<file path="src/rtl/msb_pkg.sv">
package msb_pkg;

  typedef enum logic [1:0] {
    CLS_MEM   = 2'd0,
    CLS_MACRO = 2'd1,
    CLS_IO    = 2'd2
  } cyc_cls_e;

  typedef enum logic [1:0] {
    SRC_RAM   = 2'd0,
    SRC_MACRO = 2'd1,
    SRC_IO    = 2'd2,
    SRC_ALT   = 2'd3
  } rd_src_e;

  // Status code shared by macro-store and internal ALU cycles
  function automatic logic macro_code(input logic [2:0] st, input logic memsel_n);
    return memsel_n && (st[2:1] == 2'b00);
  endfunction

  // Half-open window test: base <= a < base + size
  function automatic logic in_window(input logic [31:0] a, input logic [31:0] base,
                                     input logic [31:0] size);
    return (a >= base) && ((a - base) < size);
  endfunction

endpackage

</file>
<file path="src/rtl/msb_decode.sv">
module msb_decode
  import msb_pkg::*;
#(
  parameter int AW        = 16,
  parameter int MS_BASE   = 'h0800,
  parameter int MS_SIZE   = 'h1000,
  parameter int CART_BASE = 'h6000,
  parameter int CART_SIZE = 'h2000
) (
  input  logic          clk,
  input  logic          rst_n,
  input  logic          latch,
  input  logic [AW-1:0] addr,
  input  logic [2:0]    bus_st,
  input  logic          memsel_n,
  input  logic          prog_sel,
  output cyc_cls_e      cls,
  output logic          in_mswin,
  output logic          alt_hit
);
  logic [31:0] addr_w;
  cyc_cls_e    cls_nxt;

  assign addr_w = 32'(addr);

  always_comb begin
    if (!memsel_n)                    cls_nxt = CLS_MEM;
    else if (macro_code(bus_st, 1'b1)) cls_nxt = CLS_MACRO;
    else                              cls_nxt = CLS_IO;
  end

  always_ff @(posedge clk or negedge rst_n) begin
    if (!rst_n) begin
      cls      <= CLS_IO;
      in_mswin <= 1'b0;
      alt_hit  <= 1'b0;
    end else if (latch) begin
      cls      <= cls_nxt;
      in_mswin <= in_window(addr_w, 32'(MS_BASE), 32'(MS_SIZE));
      alt_hit  <= !memsel_n && prog_sel &&
                  in_window(addr_w, 32'(CART_BASE), 32'(CART_SIZE));
    end
  end

endmodule

</file>
<file path="src/rtl/msb_route.sv">
module msb_route
  import msb_pkg::*;
#(
  parameter int MS_WAIT = 2
) (
  input  logic     clk,
  input  logic     rst_n,
  input  cyc_cls_e cls,
  input  logic     in_mswin,
  input  logic     alt_hit,
  input  logic     rd_n,
  input  logic     wr_n,
  output rd_src_e  rd_src,
  output logic     ms_we,
  output logic     ready,
  output logic     ms_rd_evt
);
  localparam int WW = $clog2(MS_WAIT + 2);

  logic ms_acc;
  logic rd_q;

  assign ms_acc    = (cls == CLS_MACRO) && (!rd_n || !wr_n);
  assign ms_rd_evt = (cls == CLS_MACRO) && !rd_n && rd_q;
  assign ms_we     = (cls == CLS_MACRO) && !wr_n && in_mswin;

  always_comb begin
    case (cls)
      CLS_MEM:   rd_src = alt_hit ? SRC_ALT : SRC_RAM;
      CLS_MACRO: rd_src = !rd_n ? SRC_MACRO : SRC_IO;
      default:   rd_src = SRC_IO;
    endcase
  end

  always_ff @(posedge clk or negedge rst_n) begin
    if (!rst_n) rd_q <= 1'b1;
    else        rd_q <= rd_n;
  end

  generate
    if (MS_WAIT == 0) begin : g_nowait
      assign ready = 1'b1;
    end else begin : g_wait
      localparam logic [WW-1:0] WLIM = WW'(MS_WAIT);
      logic [WW-1:0] wcnt;
      always_ff @(posedge clk or negedge rst_n) begin
        if (!rst_n)                     wcnt <= '0;
        else if (!ms_acc)               wcnt <= '0;
        else if (wcnt < WLIM)           wcnt <= wcnt + 1'b1;
      end
      assign ready = !(ms_acc && (wcnt < WLIM));
    end
  endgenerate

endmodule

</file>
<file path="src/rtl/msb_satcnt.sv">
module msb_satcnt #(
  parameter int W = 32
) (
  input  logic         clk,
  input  logic         rst_n,
  input  logic         clr,
  input  logic         inc,
  output logic [W-1:0] q
);
  always_ff @(posedge clk or negedge rst_n) begin
    if (!rst_n)            q <= '0;
    else if (clr)          q <= '0;
    else if (inc && !(&q)) q <= q + 1'b1;
  end
endmodule

</file>
<file path="src/rtl/msb_cycle_decoder.sv">
module msb_cycle_decoder
  import msb_pkg::*;
#(
  parameter int AW        = 16,
  parameter int MS_BASE   = 'h0800,
  parameter int MS_SIZE   = 'h1000,
  parameter int CART_BASE = 'h6000,
  parameter int CART_SIZE = 'h2000,
  parameter int MS_WAIT   = 2,
  parameter int CNT_W     = 32
) (
  input  logic             clk,
  input  logic             rst_n,
  input  logic             latch,
  input  logic [AW-1:0]    addr,
  input  logic [2:0]       bus_st,
  input  logic             memsel_n,
  input  logic             rd_n,
  input  logic             wr_n,
  input  logic             prog_sel,
  input  logic             dbg_clr,
  output logic [1:0]       cyc_class,
  output logic [1:0]       rd_src,
  output logic             ms_we,
  output logic             alt_rom,
  output logic             ready,
  output logic [CNT_W-1:0] ms_rd_cnt,
  output logic [CNT_W-1:0] code_cnt,
  output logic [CNT_W-1:0] code_rd_cnt
);
  localparam int NCNT = 3;

  cyc_cls_e cls;
  rd_src_e  src;
  logic     in_mswin;
  logic     alt_hit;
  logic     ms_rd_evt;
  logic     code_now;
  logic     code_rd_now;
  logic [NCNT-1:0] cnt_inc;
  logic [CNT_W-1:0] cnt_q [NCNT];

  msb_decode #(
    .AW(AW), .MS_BASE(MS_BASE), .MS_SIZE(MS_SIZE),
    .CART_BASE(CART_BASE), .CART_SIZE(CART_SIZE)
  ) u_decode (
    .clk(clk), .rst_n(rst_n), .latch(latch), .addr(addr), .bus_st(bus_st),
    .memsel_n(memsel_n), .prog_sel(prog_sel),
    .cls(cls), .in_mswin(in_mswin), .alt_hit(alt_hit)
  );

  msb_route #(.MS_WAIT(MS_WAIT)) u_route (
    .clk(clk), .rst_n(rst_n), .cls(cls), .in_mswin(in_mswin), .alt_hit(alt_hit),
    .rd_n(rd_n), .wr_n(wr_n), .rd_src(src), .ms_we(ms_we), .ready(ready),
    .ms_rd_evt(ms_rd_evt)
  );

  assign code_now    = macro_code(bus_st, memsel_n);
  assign code_rd_now = code_now && !rd_n;
  assign cnt_inc     = {code_rd_now, code_now, ms_rd_evt};

  generate
    for (genvar g = 0; g < NCNT; g++) begin : g_cnt
      msb_satcnt #(.W(CNT_W)) u_cnt (
        .clk(clk), .rst_n(rst_n), .clr(dbg_clr), .inc(cnt_inc[g]), .q(cnt_q[g])
      );
    end
  endgenerate

  assign cyc_class   = cls;
  assign rd_src      = src;
  assign alt_rom     = alt_hit && (cls == CLS_MEM);
  assign ms_rd_cnt   = cnt_q[0];
  assign code_cnt    = cnt_q[1];
  assign code_rd_cnt = cnt_q[2];

endmodule

</file>
<file path="config.mk">
export PLATFORM = sky130hd
export DESIGN_NAME = msb_cycle_decoder
export DESIGN_NICKNAME = d
export VERILOG_FILES = /design/src/rtl/msb_pkg.sv /design/src/rtl/msb_decode.sv /design/src/rtl/msb_route.sv /design/src/rtl/msb_satcnt.sv /design/src/rtl/msb_cycle_decoder.sv
export SDC_FILE = /design/constraint.sdc
export NUM_CORES = 1
export LEC_CHECK = 0
export BUFFER_PORTS_ARGS = -buffer_cell sky130_fd_sc_hd__buf_2
export CAP_MARGIN = 20
export CELL_PAD_IN_SITES_DETAIL_PLACEMENT = 2
export CELL_PAD_IN_SITES_GLOBAL_PLACEMENT = 2
export CORE_ASPECT_RATIO = 1.4
export CORE_MARGIN = 1
export CORE_UTILIZATION = 25
export CTS_BUF_LIST = sky130_fd_sc_hd__clkbuf_16
export DETAILED_ROUTE_END_ITERATION = 8
export PLACE_DENSITY_LB_ADDON = 0.12
export SLEW_MARGIN = 20
export SYNTH_ARGS = -nofsm -noshare
export SYNTH_HDL_FRONTEND = slang
export SYNTH_SLANG_ARGS = --single-unit
</file>
<file path="constraint.sdc">
create_clock -name clk -period 3.3 [get_ports clk]
set_input_delay 0 -clock clk [delete_from_list [all_inputs] [get_ports clk]]
set_output_delay 0 -clock clk [all_outputs]
set_load 0.02 [all_outputs]
</file>
==> results.tsv <==
stage	metric	value	unit
global_route	vias in the first global route	6618	
setup_path	RR Endpoint	g_cnt[0].u_cnt.q[17]	
cts	CTS Buf Count	9	
logic_synthesis	asr flop ratio synth	1.00	
routing	drt drc	0	
setup_path	CP peak stage delay	740	ps
logic_synthesis	Synth Flop Type	dfrtp_1	
routing	Routed WL	20.9	mm
routing	initial DRC count	182	
logic_synthesis	Synth Area per Inst	9.03	um2
global_route	initial antenna violation count	0	
sta	RSZ-0062 raised after global routing	no	
global_route	total track usage	0.173	
run_status	status	complete, no violations	
placed_design	global placement routability congestion	0.762	
sta	clk_skew	9.99	ps
hold_path	worst hold path class	primary input to flip-flop	
routing	via count	5934	
setup_path	CP arrival	2980	ps
sta	min Tclk post-route	2730	ps
logic_synthesis	Synth Cell Area	6150	um2
setup_path	delay-heaviest family, CP	simple AND/OR/NAND/NOR gates	
floorplanning	I/O pin cnt	130	
routing	drt wl/cell	18.7	um
cts	clock-pin slew on the worst setup and hold paths	70	ps
cts	CTS root buffer	clkbuf_16	
sta	Final Worst Setup Slack	574	ps
logic_synthesis	Seq/Total Area, Yosys	0.419	
floorplanning	CORE AREA	24100	um2
cts	CTS tree	done	
flow_run	max-cap violations	0	
sta	Final Setup Violations	0	
power	Final Total Pwr	0.00269	W
sta	final hold violation count	0	
logic_synthesis	most frequent cell after synthesis	dfrtp_1	
global_route	largest net degree at the start of global routing	62	
cells_and_area	antenna fix cells	0	
cts	clock sink count	103	
global_route	GRT Residual Overflow	0	
logic_synthesis	EDFF count, synth	0	
power	ratio of total power to cell area	357	nW/um2
setup_path	critical path class	flip-flop to flip-flop	
floorplanning	Core Rows	67	
cells_and_area	Finished Layout Cells	1117	
power	LEAKAGE	3.28	nW
logic_synthesis	top cells by area, synth	dfrtp_1 (41%), a21oi_1 (4.4%), mux2_1 (3.7%), nor2_1 (3.7%), nand2_1 (3.5%)	
placed_design	HPWL Detailed	15.2	mm
setup_path	Critical Path Sink	g_cnt[0].u_cnt.q[17]	
power	Worst VDD drop	0.247	mV
setup_path	Worst Reg-to-Reg Cells	6	
routing	ANT nets after route	0	
logic_synthesis	Synth Instances	681	
sta	Slew @ Worst Pin	672	ps
cts	clk_lat worst skew	360	ps
logic_synthesis	Commonest cells post-synth	dfrtp_1 (101), nor2_1 (60), nand2_1 (58)	
logic_synthesis	cell taking the most area after synthesis	dfrtp_1	
cells_and_area	P&R area growth vs syn	22.5	%
placed_design	Post-Place Cells	1095	
sta	Slew Limit Fails	0	
placed_design	Setup WS pre-CTS	571	ps
logic_synthesis	post-synth top area share	0.411	
cts	CTS Buffer Depth	2	
setup_path	Crit. End Element	flip-flop	
setup_path	CP Depth	6	
sta	final setup TNS	0	ps
logic_synthesis	synthesized flop and latch total	103	
setup_path	critical-path cell list	nand4_4 > or4_1 > o41ai_4 > buf_4 > nor4_1 > mux2_4	
setup_path	reg-to-reg startpoint	g_cnt[0].u_cnt.q[3]	
global_route	first-pass GRT wire length	34.5	mm
floorplanning	initial core utilization	0.256	
cells_and_area	Final Net Count	838	
floorplanning	die area	25200	um2
logic_synthesis	synth warn	0	
routing	drt pass-1 iters	4	
placed_design	number of buffers added on ports	128	
sta	Highest Clock Rate	0.367	GHz
floorplanning	Die H	188	um
logic_synthesis	Netlist cell types	60	
setup_path	Worst Path Required	3550	ps
routing	via/cell ratio	5.31	
cts	H-Tree Level Count	3	
floorplanning	DIE WIDTH	135	um
setup_path	Setup crit start kind	flip-flop	
sta	Max-slew headroom	0.551	
setup_path	Critical path buffers and inverters	1	
sta	Tcrit/Tclk final	0.826	
setup_path	Worst Path Max Fanout	35	
logic_synthesis	Post-Synthesis Net Count	717	
setup_path	FF-to-FF setup slack	570	ps
cells_and_area	fraction of layout cells with a size suffix above 1	0.212	
setup_path	Critical-path top delay cell	or4_1	
setup_path	crit path from	g_cnt[0].u_cnt.q[3]	
-- power by group --
part	switching, W	leakage, nW	internal [W]	total [W]
clock network	0.000526	0.163	0.000738	0.00126
registers	0.00000767	1.43	0.00127	0.00128
logic	0.000101	1.69	0.0000481	0.000149
-- placed cells by master, fill, tap and decap left out, drive strengths merged, types with 4 or more instances in the layout --
| cell type | count |
|---|---|
| nor2 | 60 |
| nand4 | 25 |
| mux2 | 26 |
| o211ai | 4 |
| nor4 | 19 |
| clkbuf | 9 |
| o41ai | 5 |
| nand3 | 36 |
| inv | 16 |
| dlygate4sd3 | 6 |
| xor2 | 7 |
| o21ai | 20 |
| nor4b | 6 |
| ha | 9 |
| o31ai | 23 |
| or3 | 18 |
| a21oi | 54 |
| nor3 | 9 |
| xnor2 | 11 |
| or4 | 29 |
| and4 | 17 |
| nor2b | 25 |
| dfrtp | 101 |
| and3 | 12 |
| and2 | 6 |
| o21a | 4 |
| a211oi | 10 |
| o31a | 4 |
| buf | 141 |
| nand2 | 58 |
-- repair_timing --
item	in CTS	in global routing
hold buffers	6	0
hold endpoints to repair	46	0
gates resized for setup	0	0
setup buffers	0	0
-- worst min-delay path: cells and delay by family --
family	cells	cell delay (ps)
and+or+nand+nor	4	200
buffers and inverters	1	70
AOI/OAI and AO/OA	1	70
-- logic make-up (layout without fill, tap and decap cells) --
logic type | Yosys count | in the layout | synth area share
AOI/OAI and AO/OA | 138 | 138 | 0.144
xor gates and xnor gates | 18 | 18 | 0.0256
adders and majority gates | 9 | 9 | 0.0183
buffers and inverters | 53 | 179 | 0.0350
DFF | 103 | 103 | 0.419
muxes | 28 | 28 | 0.0527
and+or+nand+nor | 332 | 332 | 0.305
-- cell type report --
| class | instances | area (um2) |
|---|---|---|
| clock buffers | 9 | 225 |
| clock inverters | 7 | 111 |
| fillers | 2720 | 16500 |
| inverters | 16 | 60.1 |
| multi-input cells | 525 | 3360 |
| flip-flops and latches | 103 | 2580 |
| well taps | 310 | 388 |
| repair buffers | 147 | 816 |
-- how the worst min path moves through the flow --
stage	startpoint	to	slack, ps	cells past startpoint
2_1_floorplan	rst_n	g_cnt[0].u_cnt.q[0]	-300	0
3_3_place_gp	rst_n	g_cnt[0].u_cnt.q[12]	50	1
3_5_place_dp	rst_n	g_cnt[0].u_cnt.q[10]	50	1
4_1_cts	addr[3]	u_decode.alt_hit	20	6
5_1_grt	addr[6]	u_decode.alt_hit	40	6
6_report	addr[4]	u_decode.alt_hit	40	6
-- per-layer routing --
layer / vias up / wire length (um) / global-route usage
li1: 2776 / - / -
met1: 3050 / 8620 / 0.188
met2: 88 / 11400 / 0.330
met3: 20 / 563 / 0.0276
met4: 0 / 319 / 0.0614
met5: - / 0 / 0
-- registers in the layout, indices dropped and copies added (netlist names) --
name	cells
u_route.g_wait.wcnt	2
g_cnt.u_cnt.q	96
u_decode.in_mswin	1
u_route.rd_q	1
u_decode.alt_hit	1
u_decode.cls	2
-- metrics by stage --
step | util | hold WS [ps] | cell area [um2]
2_1_floorplan | - | -296 | 6150
3_3_place_gp | 0.297 | 50.8 | 7140
3_5_place_dp | 0.297 | 53.3 | 7140
4_1_cts | 0.313 | 24.1 | 7540
5_1_grt | 0.313 | 44.6 | 7540
6_report | 0.313 | 36.0 | 7540
Note: power is estimated with default switching activity, not from simulation.
